===== src/rtl/corr_pkg.sv =====
`timescale 1ns/1ps
package corr_pkg;
   typedef enum logic [1:0] {
      ACT_HOLD   = 2'd0,
      ACT_STEP   = 2'd1,
      ACT_RELOAD = 2'd2
   } corr_act_e;
endpackage


===== src/rtl/corr_cmp.sv =====
`timescale 1ns/1ps
module corr_cmp #(
   parameter int W = 16
) (
   input  logic [W-1:0] cnt_i,
   input  logic [W-1:0] tgt_i,
   input  logic [W-1:0] lim_i,
   output logic         below_tgt_o,
   output logic         at_lim_o,
   output logic         below_lim_o
);
   assign below_tgt_o = cnt_i < tgt_i;
   assign at_lim_o    = cnt_i == lim_i;
   assign below_lim_o = cnt_i < lim_i;
endmodule


===== src/rtl/corr_seq.sv =====
`timescale 1ns/1ps
module corr_seq
   import corr_pkg::*;
(
   input  logic      clk,
   input  logic      rst_n,
   input  logic      start_i,
   input  logic      below_tgt_i,
   input  logic      at_lim_i,
   input  logic      below_lim_i,
   output corr_act_e act_o,
   output logic      run_o
);
   logic run_q;
   logic run_eff;

   // a start in the current cycle behaves as an already running sequence
   assign run_eff = run_q | start_i;

   always_comb begin
      if (run_eff) begin
         act_o = below_lim_i ? ACT_STEP : ACT_RELOAD;
      end else if (below_tgt_i && !at_lim_i) begin
         act_o = ACT_STEP;
      end else begin
         act_o = ACT_HOLD;
      end
   end

   always_ff @(posedge clk) begin
      if (!rst_n) begin
         run_q <= 1'b0;
      end else begin
         run_q <= run_eff & below_lim_i;
      end
   end

   assign run_o = run_q;
endmodule


===== src/rtl/corr_clr_fan.sv =====
`timescale 1ns/1ps
module corr_clr_fan #(
   parameter int N       = 4,
   parameter bit REG_OUT = 1'b1
) (
   input  logic         clk,
   input  logic         rst_n,
   input  logic         hit_i,
   input  logic [N-1:0] en_i,
   output logic [N-1:0] clr_o
);
   for (genvar g = 0; g < N; g++) begin : g_ch
      if (REG_OUT) begin : g_reg
         logic clr_q;
         always_ff @(posedge clk) begin
            if (!rst_n) begin
               clr_q <= 1'b0;
            end else begin
               clr_q <= hit_i & en_i[g];
            end
         end
         assign clr_o[g] = clr_q;
      end else begin : g_comb
         assign clr_o[g] = hit_i & en_i[g];
      end
   end
endmodule


===== src/rtl/corr_mult_counter.sv =====
`timescale 1ns/1ps
module corr_mult_counter
   import corr_pkg::*;
#(
   parameter int CNT_W      = 16,
   parameter int N_CLR      = 4,
   parameter int RELOAD_VAL = 1
) (
   input  logic             clk,
   input  logic             rst_n,
   input  logic [CNT_W-1:0] target_i,
   input  logic [CNT_W-1:0] limit_i,
   input  logic             ref_edge_i,
   input  logic             ivl_zero_i,
   input  logic [N_CLR-1:0] clr_en_i,
   output logic             step_o,
   output logic [CNT_W-1:0] count_o,
   output logic             lim_hit_o,
   output logic [N_CLR-1:0] clr_o
);
   localparam logic [CNT_W-1:0] ONE_C    = CNT_W'(1);
   localparam logic [CNT_W-1:0] RELOAD_C = CNT_W'(RELOAD_VAL);

   if (CNT_W < 2 || CNT_W > 32) begin : g_bad_width
      $error("corr_mult_counter: CNT_W must lie in 2..32");
   end
   if (N_CLR < 1 || N_CLR > 16) begin : g_bad_nclr
      $error("corr_mult_counter: N_CLR must lie in 1..16");
   end
   if (RELOAD_VAL < 0) begin : g_bad_reload
      $error("corr_mult_counter: RELOAD_VAL must not be negative");
   end

   logic [CNT_W-1:0] cnt_q;
   logic [CNT_W-1:0] cnt_inc;
   logic             step_q;
   logic             hit_q;
   logic             hit_d;
   logic             start;
   logic             below_tgt;
   logic             at_lim;
   logic             below_lim;
   logic             run_q;
   corr_act_e        act;

   assign start   = ref_edge_i & ivl_zero_i;
   assign cnt_inc = cnt_q + ONE_C;
   assign hit_d   = (act == ACT_STEP) && (cnt_inc == limit_i);

   corr_cmp #(.W(CNT_W)) u_cmp (
      .cnt_i       (cnt_q),
      .tgt_i       (target_i),
      .lim_i       (limit_i),
      .below_tgt_o (below_tgt),
      .at_lim_o    (at_lim),
      .below_lim_o (below_lim)
   );

   corr_seq u_seq (
      .clk         (clk),
      .rst_n       (rst_n),
      .start_i     (start),
      .below_tgt_i (below_tgt),
      .at_lim_i    (at_lim),
      .below_lim_i (below_lim),
      .act_o       (act),
      .run_o       (run_q)
   );

   always_ff @(posedge clk) begin
      if (!rst_n) begin
         cnt_q  <= '0;
         step_q <= 1'b0;
         hit_q  <= 1'b0;
      end else begin
         case (act)
            ACT_STEP:   cnt_q <= cnt_inc;
            ACT_RELOAD: cnt_q <= RELOAD_C;
            default:    cnt_q <= cnt_q;
         endcase
         step_q <= act == ACT_STEP;
         hit_q  <= hit_d;
      end
   end

   corr_clr_fan #(.N(N_CLR), .REG_OUT(1'b1)) u_fan (
      .clk   (clk),
      .rst_n (rst_n),
      .hit_i (hit_d),
      .en_i  (clr_en_i),
      .clr_o (clr_o)
   );

   assign count_o   = cnt_q;
   assign step_o    = step_q;
   assign lim_hit_o = hit_q;
endmodule


===== config.mk =====
export PLATFORM = sky130hd
export DESIGN_NAME = corr_mult_counter
export DESIGN_NICKNAME = d
export VERILOG_FILES = /design/src/rtl/corr_pkg.sv /design/src/rtl/corr_cmp.sv /design/src/rtl/corr_seq.sv /design/src/rtl/corr_clr_fan.sv /design/src/rtl/corr_mult_counter.sv
export SDC_FILE = /design/constraint.sdc
export NUM_CORES = 1
export LEC_CHECK = 0
export BUFFER_PORTS_ARGS = -buffer_cell sky130_fd_sc_hd__buf_2
export CAP_MARGIN = 20
export CORE_MARGIN = 1.5
export CORE_UTILIZATION = 34
export CTS_BUF_LIST = sky130_fd_sc_hd__clkbuf_4 sky130_fd_sc_hd__clkbuf_8 sky130_fd_sc_hd__clkbuf_16
export CTS_CLUSTER_SIZE = 28
export DETAILED_ROUTE_END_ITERATION = 10
export SYNTH_ARGS = -nofsm -noshare
export SYNTH_HDL_FRONTEND = slang
export SYNTH_SLANG_ARGS = --single-unit

===== constraint.sdc =====
create_clock -name clk -period 2.3 [get_ports clk]
set_clock_uncertainty 0.05 [all_clocks]
set_input_delay 0.46 -clock clk [delete_from_list [all_inputs] [get_ports clk]]
set_output_delay 0.46 -clock clk [all_outputs]
set_load 0.01 [all_outputs]

==> impl_metrics.tcl, run 1 <==
set metrics [dict create \
    status "finished with violations" \
    failed_checks "negative setup slack" \
    start_util_pct 34.8 \
    fp-row-count 31 \
    synth_nets 378 \
    pwr-share-clk_pct 28.7 \
    clk_pin_slew_ns 0.10 \
    finalHoldViolations 0 \
    antenna_found_initial 0 \
    gr-usage-all-layers_pct 20.2 \
    grt_pass1_vias 2530 \
    ant_nets 0 \
    tns_ns -0.441 \
    drt-total-wl_mm 7.70 \
    p_comb_share_pct 27.9 \
    avgViaCountPerCell 5.19 \
    die_w_um 88.6 \
    yosys_warnings 0 \
    fp.dieArea_um2 7860 \
    grt_max_degree 23 \
    syn_to_final_growth_pct 51.0 \
    holdBufCountCts 0 \
    avgRoutedWirePerCell_um 14.4 \
    grt-ovfl-total 0 \
    path_cells "buf_4 > nand3_1 > nor4_2 > buf_4 > xnor2_1 > o41ai_1 > nor4_1 > and4_4 > and2_4" \
    p_total_uw 946 \
    cp_top_family "simple AND/OR/NAND/NOR gates" \
    cts_inserted_buffers 3 \
    p_sw_share_pct 30.1 \
    critical_path_class "flop to flop" \
    max_slew_margin_pct 75.2 \
    ys.flop_type "dfxtp_1" \
    grt_pass1_wl_mm 12.2 \
    async_flop_share_pct 0 \
    cp_common_cell "buf_4" \
    p_switching_uw 284 \
    crit_buf_inv 2 \
    yosysSeqAreaShare_pct 18.5 \
    clk_path_buf_depth 2 \
    cts_root_buffer "clkbuf_8" \
    clock_latency_ns 0.27 \
    layout.nets 507 \
    fin_ws_ns -0.0921 \
    netlist_instances 306 \
    final_util_pct 52.5 \
    cp_slowest_stage_delay_ns 0.42 \
    diodes 0 \
    finalCriticalPeriod_ns 2.39 \
    place_hpwl_mm 6.02 \
    drt-initial-drc-count 237 \
    ys_types 62 \
    boundaryPins 62 \
    cpMaxStageDelayCell "dfxtp_2" \
    drive_gt1_share_pct 48.6 \
    rsz0062_at_grt "true" \
    path_max_fanout 5 \
    drc 0 \
    synth_seq_cells 23 \
    place_ws_ns -0.357 \
    cts_tree "yes" \
    cts.sinks 23 \
    max-vdd-ir-drop_mv 0.173 \
    period_share_pct 104 \
    die_y_um 88.6 \
    startpoint_type "flop" \
    seqPwrFrac_pct 43.3 \
    setup_viol 10 \
    vias 2766 \
    cp.arrival_ns 2.56 \
    avgSynthCellArea_um2 8.15 \
    synthesis.area_um2 2490 \
    powerDensity_nw_per_um2 251 \
    cap_violations 0 \
    regArea_um2 482 \
    mostFrequentLayoutCell "buf_4" \
    worst_pin_slew_ns 0.362 \
    fillers 680 \
    leakagePower_uw 0.00181 \
    hold_class "input pin to flop" \
    htree_levels 1 \
    clock.fmax_ghz 0.418 \
    core_um2 7180 \
    io_buffers 61 \
    synth-edff-count 0 \
    drv_slew 0 \
    end_kind "flop" \
    gp_congestion 0.916 \
    layout_common_cells "buf_4 (76), buf_2 (61), inv_1 (29)" \
    power.internal_uw 661 \
    first_pass_iters 4 \
    multi_input_area_um2 2040 \
    cp.required_ns 2.47 \
]
-- path summary, 6_finish.rpt --
path	slack, ns	start	end	depth (start not counted)
setup / recovery	-0.09	count_o[3]$_SDFFE_PN0P_	u_fan.g_ch[0].g_reg.clr_q$_SDFF_PN0_	9
hold / removal	0.33	clr_en_i[2]	u_fan.g_ch[2].g_reg.clr_q$_SDFF_PN0_	2
setup reg to reg	-0.09	count_o[3]$_SDFFE_PN0P_	u_fan.g_ch[0].g_reg.clr_q$_SDFF_PN0_	9
hold reg to reg	0.54	count_o[0]$_SDFFE_PN0P_	count_o[0]$_SDFFE_PN0P_	2
-- power groups by stage --
stage | clock (uW) | combinational [uW] | sequential [uW]
after floorplan | 0 | 113 | 425
after CTS | 273 | 251 | 412
after detailed placement | 0 | 242 | 421
after global placement | 0 | 236 | 421
final | 272 | 264 | 410
after global routing | 297 | 293 | 411
-- per-layer routing --
| layer | global-route usage [%] | routed length, um |
|---|---|---|
| met1 | 27.6 | 3560 |
| met2 | 34.4 | 3670 |
| met3 | 1.87 | 355 |
| met4 | 4.12 | 116 |
| met5 | 0 | 0 |
-- flip-flops by register name, indices dropped and copies added, names as in the netlist --
| signal | count |
|---|---|
| u_seq.run_o | 1 |
| lim_hit_o | 1 |
| step_o | 1 |
| u_fan.g_ch.g_reg.clr_q | 4 |
| count_o | 16 |
-- synthesized netlist by cell type, types with 2 or more instances --
cell type	n	area, um2
and4_1	2	17.5
nor3_1	3	15.0
o221ai_1	4	35.0
and3_1	3	18.8
nand3_1	16	80.1
nand2_2	2	12.5
nand3b_1	4	30.0
a41o_1	2	20.0
nand2_1	27	101
a21o_1	2	15.0
or2_2	2	12.5
nor4_1	5	31.3
o21a_1	3	22.5
o211ai_1	2	15.0
xor2_1	9	78.8
o22a_1	5	43.8
buf_6	2	22.5
ha_1	32	400
a211oi_1	3	22.5
clkbuf_1	3	11.3
xnor2_1	12	105
nand4_1	12	75.1
a21oi_1	13	65.1
o41ai_2	5	81.3
dfxtp_1	23	460
inv_1	34	128
and2_1	6	37.5
o41ai_1	2	17.5
buf_4	7	52.6
nor2_1	11	41.3
buf_2	7	35.0
o21ai_0	6	30.0
nand2b_1	2	12.5
or3_1	7	43.8
-- cell type report --
type,count,share of cell area [%]
inverters,35,3.56
repair buffers,142,24.9
clock buffers,3,1.10
well taps,99,3.29
flip-flops and latches,23,12.8
clock inverters,1,0.133
multi-input cells,230,54.3
-- repair_timing --
item,in CTS,in global routing
cloned,1,0
setup buffers,3,1
setup endpoints to repair,22,22
pin swaps,10,15
gates resized for setup,25,26
-- kinds of logic (layout without fill, tap and decap cells) --
| kind of cell | count (synthesis) | in the layout | synth area share (%) |
|---|---|---|---|
| AND/OR/NAND/NOR | 112 | 113 | 25.1 |
| adder cells (fa/ha/maj) | 32 | 32 | 16.1 |
| flip-flops | 23 | 23 | 18.5 |
| AO/OA/AOI/OAI | 64 | 64 | 22.9 |
| buffers and inverters | 54 | 181 | 10.1 |
| XOR/XNOR | 21 | 21 | 7.38 |
-- through the flow --
step / instances / hold WS (ns) / area [um2]
finish: 533 / 0.334 / 3760
detailed placement: 525 / 0.573 / 3470
CTS: 532 / 0.333 / 3620
floorplan: 306 / 0.495 / 2580
global route: 533 / 0.334 / 3760
global placement: 525 / 0.575 / 3470
Power figures use the tool's default switching activity.
==> run 2: changes to the inputs <==
--- a/config.mk
+++ b/config.mk
@@ -14,4 +14,5 @@
 export DETAILED_ROUTE_END_ITERATION = 10
 export SYNTH_ARGS = -nofsm -noshare
 export SYNTH_HDL_FRONTEND = slang
+export SYNTH_HIERARCHICAL = 1
 export SYNTH_SLANG_ARGS = --single-unit
==> run 2 against run 1 <==
  * The run still ends with negative setup slack left
  * Count of clock-buffer cells in the layout is the same
  * Sequential share of layout area decreased by 0.34 points
  * Worst setup slack lost 0.62 ns
==> impl_metrics.tcl, run 2 <==
set metrics [dict create \
    crit_buf_inv 0 \
    synthTopCellsByArea "dfxtp_1 (19%), ha_1 (18%), a21oi_1 (6.7%)" \
    fp-row-count 30 \
    synth_common_cells "inv_1 (38), ha_1 (34), a21oi_1 (32)" \
    die_w_um 87.1 \
    vias 2763 \
    r2r_slack_ns -0.71 \
    avgViaCountPerCell 5.10 \
    fillers 632 \
    clock.fmax_ghz 0.332 \
    powerDensity_nw_per_um2 268 \
    period_share_pct 131 \
    failed_checks "negative setup slack" \
    layout_common_cells "buf_4 (70), buf_2 (61), inv_1 (27)" \
    async_flop_share_pct 0 \
    timing.hold.ws_ns 0.350 \
    gr-usage-all-layers_pct 21.5 \
    yosys_warnings 6 \
    fin_ws_ns -0.708 \
    synth_nets 389 \
    synth_area_leader_cell "dfxtp_1" \
    cp.arrival_ns 3.19 \
    end_kind "flop" \
    clk_pin_slew_ns 0.09 \
    cts.sinks 23 \
    hold_class "input pin to flop" \
    setup_viol 22 \
    r2r-start "count_o[1]$_SDFFE_PN0P_" \
    critPathLaunch "count_o[1]$_SDFFE_PN0P_" \
    cp.required_ns 2.48 \
    place_ws_ns -0.991 \
    drt-initial-drc-count 113 \
    cap_violations 0 \
    finalCriticalPeriod_ns 3.01 \
    ant_nets 0 \
    clock_latency_ns 0.28 \
    layout.nets 521 \
    io_buffers 61 \
    rsz0062_at_grt "true" \
    drive_gt1_share_pct 53.1 \
    yosysMostFrequentCell "inv_1" \
    drt-total-wl_mm 8.06 \
    endpoint "u_fan/g_ch[3].g_reg.clr_q$_SDFF_PN0_" \
    grt_max_degree 17 \
    ys_types 57 \
    synth-edff-count 0 \
    synthesis.area_um2 2410 \
    cp_common_cell "nor3_4" \
    htree_levels 1 \
    cpMaxStageDelayCell "dfxtp_4" \
    path_max_fanout 4 \
    core_um2 6830 \
    fp.dieArea_um2 7590 \
    path_depth 14 \
    r2r_end "u_fan/g_ch[3].g_reg.clr_q$_SDFF_PN0_" \
    first_pass_iters 4 \
    r2r_cells 14 \
    leakagePower_uw 0.00183 \
    finalHoldViolations 0 \
    mostFrequentLayoutCell "buf_4" \
    place_hpwl_mm 5.92 \
    cp_top_family "simple AND/OR/NAND/NOR gates" \
    startpoint_type "flop" \
    netlist_instances 315 \
    worst_pin_slew_ns 0.799 \
    avgRoutedWirePerCell_um 14.9 \
    cts_root_buffer "clkbuf_8" \
    max_slew_margin_pct 46.7 \
    yosysSeqAreaShare_pct 19.1 \
    diodes 0 \
    cp_slowest_stage_delay_ns 0.38 \
    antenna_found_initial 0 \
    cts_inserted_buffers 3 \
    grt_pass1_vias 2655 \
    clk_path_buf_depth 2 \
    path_cells "ha_4 > nor2b_1 > o211ai_1 > a2111oi_4 > nor3_4 > o21ai_2 > o41ai_4 > ha_2 > nand3_2 > a211oi_2 > and3_4 > o311ai_4 > nor3_4 > and3_1" \
    cts_tree "yes" \
    die_y_um 87.1 \
    gp_congestion 0.900 \
    boundaryPins 62 \
    drc 0 \
    max-vdd-ir-drop_mv 0.210 \
    drv_slew 0 \
    synth_seq_cells 23 \
    avgSynthCellArea_um2 7.64 \
    critical_path_class "flop to flop" \
    grt-ovfl-total 0 \
    status "finished with violations" \
    start_util_pct 35.2 \
    syn_to_final_growth_pct 64.4 \
    largest_reg_flops 16 \
    synth_top_area_share_pct 19.1 \
    grt_pass1_wl_mm 12.8 \
    ys.flop_type "dfxtp_1" \
    holdBufCountCts 0 \
]
## run 2: cell types whose count changed after synthesis, sizes merged, moves of 4 or more
cell    previous run  this run
nand2             29        17
o21ai              7        20
xor2               9         3
a21oi             13        32
and3               3        11
nand3b             4         0
inv               34        38
buf               16        10
nor2              11        23
o22a               5         0
o41ai              7         1
## run 2: area by class of cell
cell class	count	area (um2)	share of cell area, %
clock buffer	3	41.3	1.04
clock inverter	1	5.00	0.126
inverter	38	164	4.14
multi-input combinational	239	2150	54.4
sequential	23	493	12.5
tap	96	120	3.04
timing repair buffer	142	980	24.8
## run 2: cells by family (layout without fill, tap and decap cells)
kind of cell             Yosys count  count (layout)  synth area share (%)
AO/OA/AOI/OAI                     71              71                  17.6
XOR/XNOR                          18              18                  6.86
adder cells (fa/ha/maj)           34              34                  17.7
buffers and inverters             54             184                  11.0
flip-flops                        23              23                  19.1
multiplexers                       1               1                 0.416
AND/OR/NAND/NOR                  114             115                  27.3
## run 2: repair_timing
item                                    4_1_cts  5_1_grt
endpoints found under the hold margin         0        0
pin swaps                                    23       24
gates resized for setup                      46       36
endpoints found under the setup margin       22       22
setup buffers                                 9        4
gates cloned                                  2        0
## run 2: report_power, final
group	internal (uW)	switching (uW)
clock network	122	156
registers	400	10.1
logic	184	187
## run 2: how the worst min path moves through the flow
stage | from | endpoint | slack, ns | depth (start not counted)
4_1_cts | clr_en_i[3] | u_fan/g_ch[3].g_reg.clr_q$_SDFF_PN0_ | 0.35 | 2
3_3_place_gp | u_seq/run_o$_SDFF_PN0_ | u_seq/run_o$_SDFF_PN0_ | 0.50 | 2
6_report | clr_en_i[2] | u_fan/g_ch[2].g_reg.clr_q$_SDFF_PN0_ | 0.35 | 2
5_1_grt | clr_en_i[2] | u_fan/g_ch[2].g_reg.clr_q$_SDFF_PN0_ | 0.35 | 2
2_1_floorplan | u_seq/run_o$_SDFF_PN0_ | u_seq/run_o$_SDFF_PN0_ | 0.46 | 2
3_5_place_dp | u_seq/run_o$_SDFF_PN0_ | u_seq/run_o$_SDFF_PN0_ | 0.50 | 2
## run 2: metrics by stage
stage	TNS, ns	cells	utilization [%]	cell area [um2]	power, uW
floorplan	-6.50	315	-	2670	599
global placement	-16.54	527	51.0	3480	740
detailed placement	-17.21	527	51.0	3480	746
CTS	-10.60	541	55.3	3780	1040
global route	-14.05	542	57.9	3960	1110
finish	-11.73	542	57.9	3960	1060
## run 2: metal layers
metal | up-vias | share of wire [%] | track usage [%]
li1 | 1378 | - | -
met5 | - | 0 | 0
met2 | 85 | 48 | 37.7
met3 | 14 | 5.3 | 1.99
met1 | 1286 | 44 | 28.1
met4 | 0 | 1.8 | 5.63
==> run 3: changes to the inputs <==
--- a/config.mk
+++ b/config.mk
@@ -12,6 +12,7 @@
 export CTS_BUF_LIST = sky130_fd_sc_hd__clkbuf_4 sky130_fd_sc_hd__clkbuf_8 sky130_fd_sc_hd__clkbuf_16
 export CTS_CLUSTER_SIZE = 28
 export DETAILED_ROUTE_END_ITERATION = 10
+export GPL_TIMING_DRIVEN = 0
 export SYNTH_ARGS = -nofsm -noshare
 export SYNTH_HDL_FRONTEND = slang
 export SYNTH_HIERARCHICAL = 1
==> run 3 against run 2 <==
  * The run still ends with negative setup slack left
  * Via count decreased by 5.5%
  * Clock power is 3% lower
  * Utilization is 3.6 points lower
  * Final cell count is 7.6% lower
  * Sequential cell count is the same
  * Non-clock buffer count fell by 40
  * Critical path depth is 1 higher
  * Global-route usage down 2.0 points
  * Power decreased by 2.1%
  * Sequential share of layout area up 1.3 points
  * Count of clock-buffer cells in the layout unchanged
  * Critical endpoint is now u_fan/g_ch[1].g_reg.clr_q$_SDFF_PN0_
==> impl_metrics.tcl, run 3 (same netlist as run 2, synthesis figures left out) <==
set metrics [dict create \
    fp.dieArea_um2 7590 \
    place_hpwl_mm 5.29 \
    drt-initial-drc-count 101 \
    r2r_slack_ns -0.70 \
    hold_path_depth 2 \
    worst_pin_slew_ns 0.753 \
    max-vdd-ir-drop_mv 0.187 \
    period_share_pct 131 \
    ant_nets 0 \
    path_max_fanout 4 \
    clk_path_buf_depth 2 \
    grt-ovfl-total 0 \
    final_util_pct 54.3 \
    boundaryPins 62 \
    cts.sinks 23 \
    status "finished with violations" \
    mostFrequentLayoutCell "buf_2" \
    cts_tree "yes" \
    cp.required_ns 2.47 \
    core_um2 6830 \
    setup_viol 22 \
    startpoint_type "flop" \
    drc 0 \
    layout.nets 480 \
    cp_top_family "simple AND/OR/NAND/NOR gates" \
    fp-row-count 30 \
    final_cell_count_no_fill 501 \
    r2r_cells 15 \
    r2r-start "count_o[1]$_SDFFE_PN0P_" \
    worstHoldEndpoint "u_fan/g_ch[2].g_reg.clr_q$_SDFF_PN0_" \
    failed_checks "negative setup slack" \
    drv_slew 0 \
    crit_buf_inv 1 \
    grt_pass1_wl_mm 11.7 \
    syn_to_final_growth_pct 54.1 \
    fin_ws_ns -0.705 \
    r2r_end "u_fan/g_ch[1].g_reg.clr_q$_SDFF_PN0_" \
    die_w_um 87.1 \
    critical_path_class "flop to flop" \
    path_cells "buf_6 > ha_4 > nor2b_1 > o211ai_1 > a2111oi_4 > nor3_4 > o21ai_2 > o41ai_4 > ha_2 > nand3_2 > a211oi_2 > and3_4 > o311ai_4 > nor3_4 > and3_1" \
    grt_max_degree 14 \
    gp_congestion 0.869 \
    powerDensity_nw_per_um2 280 \
    avgViaCountPerCell 5.21 \
    diodes 0 \
    io_buffers 61 \
    clk_pin_slew_ns 0.09 \
    finalCriticalPeriod_ns 3.00 \
    hold_class "input pin to flop" \
    finalHoldViolations 0 \
    layout_common_cells "buf_2 (62), inv_1 (28), buf_4 (21)" \
    cts_root_buffer "clkbuf_8" \
    die_y_um 87.1 \
    start_util_pct 35.2 \
    min_from "clr_en_i[2]" \
    antenna_found_initial 0 \
    clock.fmax_ghz 0.333 \
    drive_gt1_share_pct 50.9 \
    cts_inserted_buffers 3 \
    avgRoutedWirePerCell_um 14.8 \
    first_pass_iters 5 \
    vias 2610 \
    leakagePower_uw 0.00163 \
    cp_slowest_stage_delay_ns 0.36 \
    largest_reg_flops 16 \
    clock_latency_ns 0.27 \
    rsz0062_at_grt "true" \
    cp.arrival_ns 3.17 \
    cpMaxStageDelayCell "dfxtp_4" \
    cp_common_cell "nor3_4" \
    cap_violations 0 \
    holdBufCountCts 0 \
    max_slew_margin_pct 49.8 \
    htree_levels 1 \
    end_kind "flop" \
    placed_cells 472 \
    gr-usage-all-layers_pct 19.4 \
    fillers 667 \
    grt_pass1_vias 2447 \
    drt-total-wl_mm 7.40 \
]
run 3: through the flow:
step / power (uW) / setup slack, ns / setup TNS (ns) / instance area (um2) / hold WS (ns)
floorplan: 599 / -0.470 / -6.50 / 2670 / 0.457
global placement: 691 / -1.16 / -19.51 / 3090 / 0.484
detailed placement: 696 / -1.18 / -20.24 / 3090 / 0.506
CTS: 1010 / -0.889 / -13.35 / 3540 / 0.358
global route: 1090 / -0.838 / -14.98 / 3710 / 0.364
finish: 1040 / -0.705 / -12.48 / 3710 / 0.372
run 3: final cells by class:
cell class	count	area (um2)	share of cell area, %
clock buffers	3	41.3	1.11
plain buffers	16	164	4.42
flip-flops and latches	23	512	13.8
well taps	96	120	3.24
clock inverters	1	5.00	0.135
inverters	38	155	4.18
repair buffers	86	539	14.5
multi-input cells	238	2170	58.6
run 3: per-layer routing:
| metal | vias up | GRT usage (%) | routed length [um] |
|---|---|---|---|
| met1 | 1226 | 25.6 | 3320 |
| met3 | 8 | 1.33 | 353 |
| met2 | 82 | 33.7 | 3590 |
| li1 | 1294 | - | - |
| met4 | 0 | 6.20 | 147 |
| met5 | - | 0 | 0 |
run 3: where the power goes:
group          leakage, uW  internal (uW)  switching [uW]
clock network    0.0000255            121             148
logic              0.00140            180             181
registers         0.000197            396            12.2
run 3: timing repair:
item / 4_1_cts / 5_1_grt
pin swaps: 34 / 26
gates cloned: 1 / 0
setup buffers: 22 / 4
endpoints found under the setup margin: 22 / 22
gates resized for setup: 60 / 34
run 3: worst max-delay path by stage:
| stage | startpoint | end | slack, ns | depth (start not counted) |
|---|---|---|---|---|
| finish | count_o[1]$_SDFFE_PN0P_ | u_fan/g_ch[1].g_reg.clr_q$_SDFF_PN0_ | -0.70 | 15 |
| global placement | target_i[1] | u_fan/g_ch[1].g_reg.clr_q$_SDFF_PN0_ | -1.16 | 15 |
| detailed placement | target_i[1] | u_fan/g_ch[1].g_reg.clr_q$_SDFF_PN0_ | -1.18 | 15 |
| global route | count_o[1]$_SDFFE_PN0P_ | u_fan/g_ch[1].g_reg.clr_q$_SDFF_PN0_ | -0.84 | 15 |
| floorplan | target_i[1] | u_fan/g_ch[0].g_reg.clr_q$_SDFF_PN0_ | -0.47 | 14 |
| CTS | count_o[1]$_SDFFE_PN0P_ | u_fan/g_ch[1].g_reg.clr_q$_SDFF_PN0_ | -0.89 | 13 |
run 3: worst reg2reg max path, delay by kind of cell, from the launching register on:
family	cells	cell delay [ns]
and+or+nand+nor	6	1.05
DFF	1	0.36
buffers and inverters	1	0.13
AOI/OAI and AO/OA	6	0.93
adders and majority gates	2	0.46
